==> src/rtl/i2c_ptr_pkg.sv <==
package i2c_ptr_pkg;

  localparam int unsigned BYTE_W = 8;

  typedef enum logic [3:0] {
    ST_IDLE,
    ST_ADDR,
    ST_ADDR_ACK,
    ST_PTR,
    ST_PTR_ACK,
    ST_WDATA,
    ST_WDATA_ACK,
    ST_RDATA,
    ST_RDATA_ACK
  } slv_state_e;

endpackage

==> src/rtl/i2c_line_sync.sv <==
module i2c_line_sync #(
  parameter int unsigned STAGES = 2
) (
  input  logic clk,
  input  logic rst_ni,
  input  logic scl_i,
  input  logic sda_i,
  output logic scl_o,
  output logic sda_o,
  output logic scl_rise,
  output logic scl_fall,
  output logic start_det,
  output logic stop_det
);

  logic [STAGES-1:0] scl_pipe;
  logic [STAGES-1:0] sda_pipe;
  logic              scl_d;
  logic              sda_d;

  // Idle bus is high: all stages reset to 1 so no edge is seen at release.
  always_ff @(posedge clk or negedge rst_ni) begin
    if (!rst_ni) begin
      scl_pipe <= '1;
      sda_pipe <= '1;
      scl_d    <= 1'b1;
      sda_d    <= 1'b1;
    end else begin
      scl_pipe <= {scl_pipe[STAGES-2:0], scl_i};
      sda_pipe <= {sda_pipe[STAGES-2:0], sda_i};
      scl_d    <= scl_pipe[STAGES-1];
      sda_d    <= sda_pipe[STAGES-1];
    end
  end

  assign scl_o     = scl_pipe[STAGES-1];
  assign sda_o     = sda_pipe[STAGES-1];
  assign scl_rise  = scl_o & ~scl_d;
  assign scl_fall  = ~scl_o & scl_d;
  assign start_det = scl_o & scl_d & sda_d & ~sda_o;
  assign stop_det  = scl_o & scl_d & ~sda_d & sda_o;

endmodule

==> src/rtl/i2c_bit_shift.sv <==
module i2c_bit_shift #(
  parameter int unsigned W = 8
) (
  input  logic                       clk,
  input  logic                       rst_ni,
  input  logic                       clr,
  input  logic                       rise,
  input  logic                       din,
  output logic [W-1:0]               byte_o,
  output logic [$clog2(W+1)-1:0]     cnt_o,
  output logic                       full_o
);

  localparam int unsigned CW = $clog2(W + 1);

  logic [W-1:0]  sh_q, sh_d;
  logic [CW-1:0] cnt_q, cnt_d;
  logic          en;

  // The count saturates at W so the byte stays stable through the ack bit.
  always_comb begin
    sh_d  = sh_q;
    cnt_d = cnt_q;
    en    = 1'b0;
    if (clr) begin
      cnt_d = '0;
      en    = 1'b1;
    end else if (rise && (cnt_q != CW'(W))) begin
      sh_d  = {sh_q[W-2:0], din};
      cnt_d = cnt_q + 1'b1;
      en    = 1'b1;
    end
  end

  always_ff @(posedge clk or negedge rst_ni) begin
    if (!rst_ni) begin
      sh_q  <= '0;
      cnt_q <= '0;
    end else if (en) begin
      sh_q  <= sh_d;
      cnt_q <= cnt_d;
    end
  end

  assign byte_o = sh_q;
  assign cnt_o  = cnt_q;
  assign full_o = (cnt_q == CW'(W));

endmodule

==> src/rtl/i2c_ptr_reg.sv <==
module i2c_ptr_reg #(
  parameter int unsigned AW = 8
) (
  input  logic          clk,
  input  logic          rst_ni,
  input  logic          clr,
  input  logic          ld,
  input  logic          inc,
  input  logic [AW-1:0] din,
  output logic [AW-1:0] ptr_o
);

  logic [AW-1:0] ptr_q, ptr_d;
  logic          en;

  // Priority: clear (stop) over load (pointer byte) over increment.
  always_comb begin
    en    = clr | ld | inc;
    ptr_d = ptr_q;
    if (clr)      ptr_d = '0;
    else if (ld)  ptr_d = din;
    else if (inc) ptr_d = ptr_q + 1'b1;
  end

  always_ff @(posedge clk or negedge rst_ni) begin
    if (!rst_ni)  ptr_q <= '0;
    else if (en)  ptr_q <= ptr_d;
  end

  assign ptr_o = ptr_q;

endmodule

==> src/rtl/i2c_ptr_slave.sv <==
module i2c_ptr_slave
  import i2c_ptr_pkg::*;
#(
  parameter logic [6:0]        DEV_ADDR    = 7'h48,
  parameter int unsigned       AW          = 8,
  parameter logic [AW-1:0]     REG_LAST    = 8'h12,
  parameter int unsigned       SYNC_STAGES = 2
) (
  input  logic          clk,
  input  logic          rst_n,
  input  logic          scl_i,
  input  logic          sda_i,
  output logic          sda_oe,
  output logic          reg_we,
  output logic [AW-1:0] reg_addr,
  output logic [7:0]    reg_wdata,
  input  logic [7:0]    reg_rdata,
  output logic          snap_o
);

  localparam int unsigned DW = BYTE_W;
  localparam int unsigned CW = $clog2(DW + 1);

  // Reset: asynchronous assertion, synchronous release.
  logic rst_meta, rst_ni;
  always_ff @(posedge clk or negedge rst_n) begin
    if (!rst_n) begin
      rst_meta <= 1'b0;
      rst_ni   <= 1'b0;
    end else begin
      rst_meta <= 1'b1;
      rst_ni   <= rst_meta;
    end
  end

  logic scl_s, sda_s, scl_rise, scl_fall, start_det, stop_det;

  i2c_line_sync #(.STAGES(SYNC_STAGES)) u_sync (
    .clk       (clk),
    .rst_ni    (rst_ni),
    .scl_i     (scl_i),
    .sda_i     (sda_i),
    .scl_o     (scl_s),
    .sda_o     (sda_s),
    .scl_rise  (scl_rise),
    .scl_fall  (scl_fall),
    .start_det (start_det),
    .stop_det  (stop_det)
  );

  logic          cnt_clr;
  logic [DW-1:0] rx_byte;
  logic [CW-1:0] bit_cnt;
  logic          byte_full;

  i2c_bit_shift #(.W(DW)) u_shift (
    .clk    (clk),
    .rst_ni (rst_ni),
    .clr    (cnt_clr),
    .rise   (scl_rise),
    .din    (sda_s),
    .byte_o (rx_byte),
    .cnt_o  (bit_cnt),
    .full_o (byte_full)
  );

  logic          ptr_clr, ptr_ld, ptr_inc;
  logic [AW-1:0] ptr;

  i2c_ptr_reg #(.AW(AW)) u_ptr (
    .clk    (clk),
    .rst_ni (rst_ni),
    .clr    (ptr_clr),
    .ld     (ptr_ld),
    .inc    (ptr_inc),
    .din    (rx_byte[AW-1:0]),
    .ptr_o  (ptr)
  );

  slv_state_e    st_q, st_d;
  logic          oe_q, oe_d;
  logic [DW-1:0] tx_q, tx_d;
  logic          rw_q, rw_d;
  logic          mack_q, mack_d;
  logic          we_q, we_d;
  logic [DW-1:0] wdata_q;
  logic          snap_q, snap_d;

  logic          ptr_ok;
  logic [DW-1:0] rd_byte;

  assign ptr_ok  = (ptr <= REG_LAST);
  assign rd_byte = ptr_ok ? reg_rdata : '0;

  always_comb begin
    st_d    = st_q;
    oe_d    = oe_q;
    tx_d    = tx_q;
    rw_d    = rw_q;
    mack_d  = mack_q;
    we_d    = 1'b0;
    snap_d  = 1'b0;
    cnt_clr = 1'b0;
    ptr_clr = 1'b0;
    ptr_ld  = 1'b0;
    ptr_inc = 1'b0;
    if (stop_det) begin
      st_d    = ST_IDLE;
      oe_d    = 1'b0;
      ptr_clr = 1'b1;
    end else if (start_det) begin
      st_d    = ST_ADDR;
      oe_d    = 1'b0;
      cnt_clr = 1'b1;
    end else begin
      unique case (st_q)
        ST_IDLE: ;
        ST_ADDR: begin
          if (scl_fall && byte_full) begin
            if (rx_byte[DW-1:1] == DEV_ADDR) begin
              st_d   = ST_ADDR_ACK;
              oe_d   = 1'b1;
              rw_d   = rx_byte[0];
              snap_d = rx_byte[0];
            end else begin
              st_d = ST_IDLE;
            end
          end
        end
        ST_ADDR_ACK: begin
          if (scl_fall) begin
            cnt_clr = 1'b1;
            if (rw_q) begin
              st_d = ST_RDATA;
              tx_d = rd_byte;
              oe_d = ~rd_byte[DW-1];
            end else begin
              st_d = ST_PTR;
              oe_d = 1'b0;
            end
          end
        end
        ST_PTR: begin
          if (scl_fall && byte_full) begin
            ptr_ld = 1'b1;
            st_d   = ST_PTR_ACK;
            oe_d   = 1'b1;
          end
        end
        ST_PTR_ACK: begin
          if (scl_fall) begin
            st_d    = ST_WDATA;
            oe_d    = 1'b0;
            cnt_clr = 1'b1;
          end
        end
        ST_WDATA: begin
          if (scl_fall && byte_full) begin
            we_d = ptr_ok;
            st_d = ST_WDATA_ACK;
            oe_d = 1'b1;
          end
        end
        ST_WDATA_ACK: begin
          if (scl_fall) begin
            ptr_inc = 1'b1;
            st_d    = ST_WDATA;
            oe_d    = 1'b0;
            cnt_clr = 1'b1;
          end
        end
        ST_RDATA: begin
          if (scl_fall) begin
            if (byte_full) begin
              st_d = ST_RDATA_ACK;
              oe_d = 1'b0;
            end else if (bit_cnt != '0) begin
              tx_d = {tx_q[DW-2:0], 1'b0};
              oe_d = ~tx_q[DW-2];
            end
          end
        end
        ST_RDATA_ACK: begin
          // Pointer steps on the acknowledge rise so read data has settled by the fall.
          if (scl_rise) begin
            mack_d  = ~sda_s;
            ptr_inc = ~sda_s;
          end
          if (scl_fall) begin
            if (mack_q) begin
              st_d    = ST_RDATA;
              cnt_clr = 1'b1;
              tx_d    = rd_byte;
              oe_d    = ~rd_byte[DW-1];
            end else begin
              st_d = ST_IDLE;
            end
          end
        end
        default: st_d = ST_IDLE;
      endcase
    end
  end

  always_ff @(posedge clk or negedge rst_ni) begin
    if (!rst_ni) begin
      st_q   <= ST_IDLE;
      oe_q   <= 1'b0;
      tx_q   <= '0;
      rw_q   <= 1'b0;
      mack_q <= 1'b0;
      we_q   <= 1'b0;
      snap_q <= 1'b0;
    end else begin
      st_q   <= st_d;
      oe_q   <= oe_d;
      tx_q   <= tx_d;
      rw_q   <= rw_d;
      mack_q <= mack_d;
      we_q   <= we_d;
      snap_q <= snap_d;
    end
  end

  always_ff @(posedge clk or negedge rst_ni) begin
    if (!rst_ni)   wdata_q <= '0;
    else if (we_d) wdata_q <= rx_byte;
  end

  assign sda_oe    = oe_q;
  assign reg_we    = we_q;
  assign reg_addr  = ptr;
  assign reg_wdata = wdata_q;
  assign snap_o    = snap_q;

endmodule

==> config.mk <==
export PLATFORM = sky130hd
export DESIGN_NAME = i2c_ptr_slave
export DESIGN_NICKNAME = d
export VERILOG_FILES = /design/src/rtl/i2c_ptr_pkg.sv /design/src/rtl/i2c_line_sync.sv /design/src/rtl/i2c_bit_shift.sv /design/src/rtl/i2c_ptr_reg.sv /design/src/rtl/i2c_ptr_slave.sv
export SDC_FILE = /design/constraint.sdc
export NUM_CORES = 1
export LEC_CHECK = 0
export BUFFER_PORTS_ARGS = -buffer_cell sky130_fd_sc_hd__buf_2
export CELL_PAD_IN_SITES_DETAIL_PLACEMENT = 0
export CELL_PAD_IN_SITES_GLOBAL_PLACEMENT = 1
export CORE_MARGIN = 2
export CORE_UTILIZATION = 41
export DETAILED_ROUTE_END_ITERATION = 10
export HOLD_SLACK_MARGIN = 0.12
export PLACE_DENSITY_LB_ADDON = 0.1
export SLEW_MARGIN = 20
export SYNTH_ARGS = -nofsm -noshare
export SYNTH_HDL_FRONTEND = slang
export SYNTH_HIERARCHICAL = 1
export SYNTH_SLANG_ARGS = --single-unit
export TNS_END_PERCENT = 10
==> constraint.sdc <==
create_clock -name clk -period 1.66 [get_ports clk]
set_clock_uncertainty 0.15 [all_clocks]
set_input_delay 0.166 -clock clk [delete_from_list [all_inputs] [get_ports clk]]
set_output_delay 0.166 -clock clk [all_outputs]
set_load 0.01 [all_outputs]
==> reports/qor.csv, run 1 <==
metric;value;unit
arrival;2370;ps
drv_cap;0;
syn_area;2640;um2
dpl_cell_area;3400;um2
areaGrowthSynthToFinish;45.5;%
synth_edf_count;0;
ys_ff_latch;52;
grt_pass1_wl;11.4;mm
maxSlewViolCount;0;
status;finished, violations left;
crit_path_max_fanout;4;
fp.dieH;84.2;um
numCtsBuffers;5;
final_antenna_net_count;0;
leakagePower;1.89;nW
clock_sinks;52;
layout-drive-gt1-share;0.515;
hold_ws;130;ps
gp_congestion;0.875;
path_class;reg -> reg;
worst-path-buf-inv;1;
gr-total-overflow;0;
async_flop_share;1.00;
critPathRequiredTime;1730;ps
rsz0062_at_grt;yes;
vias;2268;
dr.pass1.iters;4;
cts_max_level;2;
grt_use_met2;0.320;
grt_use_met1;0.291;
antennaDiodeCount;0;
dp_hpwl;4.70;mm
path_cells;nor2b_4 > inv_2 > or4_4 > a21boi_4 > nand4_1 > or3_1 > a311oi_1;
row_count;29;
syn_nets;256;
hold_viol;0;
grtUsageMet3;0.0256;
peakVddDrop;0.000711;V
drt_iter0_drc;98;
cp-end-kind;flop;
utilization;0.612;
grt_max_degree;30;
crit_path_top_delay_cell;dfstp_2;
synthCells;241;
pin_count;31;
grt_pass1_vias;2306;
dp.cells;410;
hp-class;reg -> async;
rr_worst_depth;7;
synth_seq_area_share;0.496;
startpoint_type;flop;
die_w;84.2;um
cts_buffer_depth;2;
cp_slowest_stage_delay;550;ps
violations;negative setup slack;
setup_ws;-641;ps
post-route-period-util;1.39;
antenna_found_initial;0;
tns;-18350;ps
ys.flop_type;dfrtp_1;
crit_cells;7;
setup_viol;43;
avgSynthCellArea;11.0;um2
cts_tree;done;
grt_busiest_layer;met2;
grtUsageTotal;0.201;
period_needed;2300;ps
drt-total-wl;6.82;mm
finalNonFillerCells;436;
clk_pin_slew;110;ps
die-area;7100;um2
core_area;6280;um2
drc;0;
fin_nets;373;
clockRootBuffer;clkbuf_8;
final_cell_area;3840;um2
p_per_area;1170;nW/um2
crit_family;simple AND/OR/NAND/NOR gates;
insertion_delay;310;ps
fmax;435;MHz
fillers;553;
initial_core_util;0.421;
synthDistinctLibCells;54;
port_buffers;30;
avgRoutedWirePerCell;15.7;um
routed_via_density;5.20;
ys_warn_count;6;
## area by class of cell
| cell class | instances | area (um2) | area share |
|---|---|---|---|
| clock buffers | 5 | 68.8 | 0.0179 |
| clock inverters | 3 | 33.8 | 0.00880 |
| inverters | 13 | 51.3 | 0.0134 |
| multi-input cells | 164 | 1380 | 0.359 |
| flip-flops and latches | 52 | 1310 | 0.342 |
| well taps | 77 | 96.3 | 0.0251 |
| repair buffers | 122 | 897 | 0.234 |
## logic make-up after synthesis
| group | Yosys count | synth area share |
|---|---|---|
| other | 1 | 0.00142 |
| and+or+nand+nor | 72 | 0.161 |
| AOI/OAI and AO/OA | 55 | 0.154 |
| DFF | 52 | 0.496 |
| adders and majority gates | 3 | 0.0142 |
| muxes | 27 | 0.113 |
| buffers and inverters | 25 | 0.0412 |
| xor gates and xnor gates | 6 | 0.0199 |
## Yosys cell counts, types with 5 or more instances
master    instances  area share
a21oi_1          13       0.025
a22o_1            6       0.020
clkbuf_1          5      0.0071
dfrtp_1          46        0.44
dfstp_2           6       0.060
inv_1            13       0.018
mux2_2           23       0.098
nand2_1          19       0.027
nand4_1           5       0.012
nor2_1           12       0.017
nor3_1            5      0.0095
o21ai_0          11       0.021
xor2_1            6       0.020
## state kept, by name, indices dropped and copies added (netlist names), 2 cells and up
name,count
u_shift/cnt_o,4
u_sync/sda_pipe,2
st_q,4
tx_q,7
reg_wdata,8
u_shift/byte_o,8
u_ptr/ptr_o,8
u_sync/scl_pipe,2
## routing by layer
| metal | share of wire | wire [um] | vias up |
|---|---|---|---|
| li1 | - | - | 1116 |
| met1 | 0.47 | 3230 | 1102 |
| met2 | 0.48 | 3310 | 46 |
| met3 | 0.035 | 239 | 4 |
| met4 | 0.0075 | 51 | 0 |
| met5 | 0 | 0 | - |
## worst register-to-register path, cell delays in order, from the launching register on
cell and delay, ps:
dfstp_2 550, nor2b_4 150, inv_2 40, or4_4 420, a21boi_4 200, nand4_1 170, or3_1 340, a311oi_1 210
## path summary, 6_finish.rpt
kind                                          from            endpoint  slack (ps)
worst max-delay path                  u_sync/scl_d      u_ptr/ptr_o[5]        -640
worst min-delay path                        rst_ni              reg_we         130
worst max register to register        u_sync/scl_d      u_ptr/ptr_o[5]        -640
worst min register to register              rst_ni              reg_we         130
max in group asynchronous                   rst_ni  u_sync/scl_pipe[0]         440
min in group clk                u_sync/scl_pipe[0]  u_sync/scl_pipe[1]         210
## what timing repair did
item / 4_1_cts / 5_1_grt
hold endpoints to repair: 15 / 0
hold buffers: 12 / 0
endpoints found under the setup margin: 43 / 44
setup buffers: 4 / 2
resized for setup: 20 / 25
pin swaps: 7 / 9
## metrics by stage
step           setup slack (ps)  power [mW]
2_1_floorplan              -796        2.66
3_3_place_gp               -620        3.47
3_5_place_dp               -674        3.50
4_1_cts                    -614        4.41
5_1_grt                    -699        4.80
6_report                   -641        4.51
## where the power goes
part | switching [mW] | internal [mW] | leakage (nW)
clock | 0.489 | 0.319 | 0.0515
combinational | 0.896 | 1.07 | 1.18
sequential | 0.185 | 1.55 | 0.659
## cells in the final DEF, fill, tap and decap left out, drive strengths merged, types with 11 or more instances in the layout
cell         count
a21oi           14
buf            110
dfrtp           46
dlygate4sd3     12
inv             14
mux2            23
nand2           19
nor2            12
o21ai           11
Power figures use the tool's default switching activity.
==> inputs of run 2 (changes only) <==
--- a/config.mk
+++ b/config.mk
@@ -9,7 +9,8 @@
 export CELL_PAD_IN_SITES_DETAIL_PLACEMENT = 0
 export CELL_PAD_IN_SITES_GLOBAL_PLACEMENT = 1
 export CORE_MARGIN = 2
-export CORE_UTILIZATION = 41
+export CORE_UTILIZATION = 43
+export CTS_BUF_LIST = sky130_fd_sc_hd__clkbuf_8
 export DETAILED_ROUTE_END_ITERATION = 10
 export HOLD_SLACK_MARGIN = 0.12
 export PLACE_DENSITY_LB_ADDON = 0.1
==> run 2 against run 1 <==
Die area is 4.4% lower. Wire length fell by 3.7%. Critical path type unchanged. Critical path depth stayed put. Core utilization up 4.8 points. The flow still finishes with violations (negative setup slack). Combinational power hardly changed.
==> reports/qor.csv, run 2 (synthesis gave the netlist of run 1 again) <==
metric;value;unit
status;finished, violations left;
path_cells;nor2b_4 > inv_2 > or4_4 > a21boi_4 > nand4_1 > or3_4 > a311oi_2;
clockRootBuffer;clkbuf_8;
layout_common_cells;63 x buf_4, 44 x dfrtp_1, 30 x buf_2;
setup_viol;43;
finalNonFillerCells;430;
antenna_found_initial;0;
fillers;478;
r2r-start;u_sync/scl_d;
cts_tree;done;
peakVddDrop;0.000769;V
final_cell_area;3910;um2
drc;0;
grtUsageTotal;0.213;
clock_sinks;52;
grt_pass1_wl;10.8;mm
initial_core_util;0.446;
hp-class;reg -> async;
fin_nets;369;
gr-total-overflow;0;
tightest_slew;640;ps
post-route-period-util;1.39;
max-slew-margin-rel;0.573;
routed_via_density;5.23;
drt-total-wl;6.57;mm
fmax;432;MHz
leakagePower;1.92;nW
path_class;reg -> reg;
pin_count;31;
dr.pass1.iters;4;
layout_commonest_cell;buf_4;
avgRoutedWirePerCell;15.3;um
cts_max_level;2;
cts_buffer_depth;2;
maxSlewViolCount;0;
port_buffers;30;
final_antenna_net_count;0;
die-area;6780;um2
crit_path_top_delay_cell;dfstp_2;
cp-end-kind;flop;
grt_pass1_vias;2262;
insertion_delay;310;ps
drv_cap;0;
startpoint_type;flop;
crit_family;simple AND/OR/NAND/NOR gates;
vias;2248;
clk_pin_slew;110;ps
hold_viol;0;
core_area;5920;um2
arrival;2400;ps
gp_congestion;0.853;
cp_slowest_stage_delay;550;ps
antennaDiodeCount;0;
layout-drive-gt1-share;0.521;
dp_hpwl;4.66;mm
rrSetupSlack;-650;ps
dp.cells;405;
hold_ws;185;ps
die_w;82.4;um
row_count;28;
period_needed;2310;ps
drt_iter0_drc;86;
fp.dieH;82.4;um
crit_path_max_fanout;4;
rsz0062_at_grt;yes;
p_per_area;1190;nW/um2
critPathRequiredTime;1740;ps
r2r-end;u_ptr/ptr_o[5];
numCtsBuffers;5;
dpl_cell_area;3390;um2
rr_worst_depth;7;
worst-path-buf-inv;1;
setup_ws;-655;ps
areaGrowthSynthToFinish;47.9;%
grt_max_degree;19;
violations;negative setup slack;
## run 2: layout make-up
type,instances,area [um2],area share
multi-input cells,164,1430,0.366
clock inverters,3,50.0,0.0128
well taps,75,93.8,0.0240
clock buffers,5,68.8,0.0176
repair buffers,118,901,0.231
inverters,13,51.3,0.0131
flip-flops and latches,52,1310,0.336
## run 2: what timing repair did
action / CTS / global route
endpoints found under the hold margin: 24 / 0
resized for setup: 29 / 32
setup endpoints to repair: 43 / 57
buffers inserted: 3 / 2
hold buffers: 12 / 0
pin swaps: 9 / 12
## run 2: power breakdown
part / total (mW) / switching (mW) / internal, mW
clock: 0.939 / 0.473 / 0.466
sequential: 1.75 / 0.204 / 1.55
combinational: 1.96 / 0.879 / 1.08
total: 4.66 / 1.56 / 3.10
## run 2: worst max path at each step
stage               slack [ps]              to    startpoint  cells past startpoint
detailed placement        -660  u_ptr/ptr_o[5]  u_sync/scl_d                      7
finish                    -650  u_ptr/ptr_o[5]  u_sync/scl_d                      7
CTS                       -640  u_ptr/ptr_o[5]  u_sync/scl_d                      7
global route              -750  u_ptr/ptr_o[5]  u_sync/scl_d                      7
floorplan                 -800  u_ptr/ptr_o[6]  u_sync/scl_d                      8
global placement          -630  u_ptr/ptr_o[5]  u_sync/scl_d                      7
## run 2: routing by layer
layer  wire (um)  global-route usage  vias to the layer above  part of all wire
li1            -                   -                     1097                 -
met1        3210               0.308                     1093              0.49
met2        2960               0.325                       49              0.45
met3         272              0.0359                        9             0.041
met4         125              0.0667                        0             0.019
met5           0                   0                        -                 0
## run 2: metrics by stage
step	setup WS (ps)	total power, mW	utilization	setup TNS, ps
final	-655	4.66	0.660	-15980
after global routing	-752	4.96	0.660	-19610
after CTS	-637	4.56	0.634	-15860
after detailed placement	-659	3.44	0.572	-18710
after global placement	-627	3.41	0.572	-18590
after floorplan	-796	2.66	-	-18620
==> inputs of run 3 (changes only) <==
--- a/config.mk
+++ b/config.mk
@@ -5,15 +5,17 @@
 export SDC_FILE = /design/constraint.sdc
 export NUM_CORES = 1
 export LEC_CHECK = 0
+export ABC_AREA = 1
 export BUFFER_PORTS_ARGS = -buffer_cell sky130_fd_sc_hd__buf_2
 export CELL_PAD_IN_SITES_DETAIL_PLACEMENT = 0
 export CELL_PAD_IN_SITES_GLOBAL_PLACEMENT = 1
 export CORE_MARGIN = 2
-export CORE_UTILIZATION = 43
+export CORE_UTILIZATION = 40
 export CTS_BUF_LIST = sky130_fd_sc_hd__clkbuf_8
 export DETAILED_ROUTE_END_ITERATION = 10
 export HOLD_SLACK_MARGIN = 0.12
 export PLACE_DENSITY_LB_ADDON = 0.1
+export SKIP_LAST_GASP = 1
 export SLEW_MARGIN = 20
 export SYNTH_ARGS = -nofsm -noshare
 export SYNTH_HDL_FRONTEND = slang
==> run 3 against run 2 <==
The flow still finishes with violations (negative setup slack). Register-to-register slack better by 270 ps. Non-clock buffer count is 10 lower. Global-route usage is 0.61 points lower. Sequential share of layout area is 1.3 points lower.
==> reports/qor.csv, run 3 <==
metric;value;unit
status;finished, violations left;
violations;negative setup slack;
crit_path_max_fanout;4;
final_antenna_net_count;0;
crit_path_top_delay_cell;dfstp_2;
ys.flop_type;dfrtp_1;
maxSlewViolCount;0;
synth-compound-area-share;0.0824;
grt_busiest_layer;met2;
leakagePower;2.22;nW
grt_pass1_wl;12.6;mm
layout-drive-gt1-share;0.356;
areaGrowthSynthToFinish;39.3;%
cts_max_level;2;
dpl_cell_area;3660;um2
cp-end-kind;flop;
ys_ff_latch;52;
synthDistinctLibCells;34;
synth.largest_area_cell;dfrtp_1;
p_per_area;1120;nW/um2
gp_congestion;0.971;
die-area;7990;um2
cts_buffer_depth;2;
fp.dieH;89.4;um
place_ws;-519;ps
crit_top_cell;nor2_4;
port_buffers;30;
tightest_slew;616;ps
startpoint_type;flop;
layout_commonest_cell;nand2_1;
drv_cap;0;
peakVddDrop;0.000526;V
initial_core_util;0.409;
grtUsageTotal;0.207;
post-route-period-util;1.23;
grt_use_met2;0.336;
syn_area;2920;um2
grt_pass1_vias;2691;
synth_top_family_by_area;simple AND/OR/NAND/NOR gates;
yosys.area_share.simple;0.378;
row_count;31;
hp-class;reg -> async;
avgRoutedWirePerCell;12.8;um
dp_hpwl;5.67;mm
synth_seq_area_share;0.449;
synthAdderAreaFrac;0.0129;
utilization;0.569;
path_class;reg -> reg;
fmax;490;MHz
core_area;7140;um2
crit_cells;12;
drc;0;
routed_via_density;4.78;
die_w;89.4;um
pin_count;31;
cp_slowest_stage_delay;560;ps
synth_xor_area_frac;0.00300;
layout_common_cells;121 x nand2_1, 61 x buf_4, 45 x dfrtp_1;
async_flop_share;1.00;
drt_iter0_drc;102;
rr_worst_depth;12;
rsz0062_at_grt;yes;
fin_nets;514;
setup_viol;41;
avgSynthCellArea;7.48;um2
muxShareOfSynthArea;0;
hold_viol;0;
period_needed;2040;ps
grtUsageMet3;0.0323;
clockRootBuffer;clkbuf_8;
synthCells;390;
max-slew-margin-rel;0.588;
vias;2866;
grt_max_degree;39;
synth_edf_count;0;
grt_use_met1;0.283;
antenna_found_initial;0;
arrival;2120;ps
clk_pin_slew;110;ps
critPathRequiredTime;1740;ps
setup_ws;-380;ps
synth.area.top_cells;dfrtp_1 39%, nand2_1 17%, nor2_1 6.2%;
finalPower;4.56;mW
gr-total-overflow;0;
tns;-11590;ps
path_cells;inv_2 > nand2_2 > nor2_4 > nor2_4 > inv_4 > nor2_4 > inv_2 > nor3_4 > buf_6 > buf_4 > nor2_1 > o31ai_2;
crit_family;simple AND/OR/NAND/NOR gates;
insertion_delay;320;ps
drt-total-wl;7.65;mm
antennaDiodeCount;0;
dr.pass1.iters;4;
cts_tree;done;
clock_sinks;52;
synth.cells.most_frequent;131 x nand2_1, 48 x nor2_1, 46 x dfrtp_1, 35 x inv_1, 30 x nand3_1;
ys_warn_count;6;
final_cell_area;4060;um2
numCtsBuffers;5;
worst-path-buf-inv;5;
fillers;712;
synthMostInstantiatedCell;nand2_1;
synth_top_area_share;0.395;
syn_nets;405;
## run 3: path summary, 6_finish.rpt
path / start / end / slack [ps]
worst max-delay path: u_sync/sda_d / u_ptr/ptr_o[1] / -380
worst min-delay path: rst_ni / u_shift/byte_o[6] / 110
worst max register to register: u_sync/sda_d / u_ptr/ptr_o[1] / -380
worst min register to register: rst_ni / u_shift/byte_o[6] / 110
max in group asynchronous: rst_ni / st_q[0] / 230
min in group clk: reg_rdata[7] / sda_oe / 130
## run 3: logic make-up (layout without fill, tap and decap cells)
group,after synthesis,in the layout
AO/OA/AOI/OAI,38,38
flip-flops,52,52
AND/OR/NAND/NOR,245,245
other,1,1
buffers and inverters,50,160
XOR/XNOR,1,1
adder cells (fa/ha/maj),3,3
## run 3: report_power, final
group | total, mW | leakage (nW) | switching (mW) | internal (mW)
clock | 0.768 | 0.0423 | 0.460 | 0.307
combinational | 2.01 | 1.50 | 1.14 | 0.875
sequential | 1.78 | 0.673 | 0.219 | 1.56
total | 4.56 | 2.22 | 1.82 | 2.74
## run 3: layout make-up
| class | count | area [um2] | area share |
|---|---|---|---|
| multi-input cells | 288 | 1540 | 0.380 |
| inverters | 44 | 180 | 0.0444 |
| repair buffers | 108 | 811 | 0.200 |
| flip-flops and latches | 52 | 1310 | 0.323 |
| clock inverters | 3 | 26.3 | 0.00647 |
| clock buffers | 5 | 68.8 | 0.0169 |
| well taps | 99 | 124 | 0.0305 |
## run 3: routing by layer
layer | part of all wire | vias to the layer above | wire length [um]
li1 | - | 1467 | -
met1 | 0.47 | 1339 | 3570
met2 | 0.48 | 49 | 3700
met3 | 0.033 | 11 | 256
met4 | 0.016 | 0 | 125
met5 | 0 | - | 0
## run 3: through the flow
| stage | cells | hold WS (ps) |
|---|---|---|
| 2_1_floorplan | 390 | -280 |
| 3_3_place_gp | 571 | -200 |
| 3_5_place_dp | 571 | -198 |
| 4_1_cts | 596 | 129 |
| 5_1_grt | 599 | 140 |
| 6_report | 599 | 113 |
## run 3: what timing repair did
| action | in CTS | in global routing |
|---|---|---|
| gates cloned | 0 | 0 |
| endpoints found under the hold margin | 23 | 0 |
| buffers inserted | 5 | 4 |
| gates resized for setup | 15 | 26 |
| endpoints found under the setup margin | 41 | 44 |
| hold buffers | 12 | 0 |
| pin swaps | 11 | 18 |
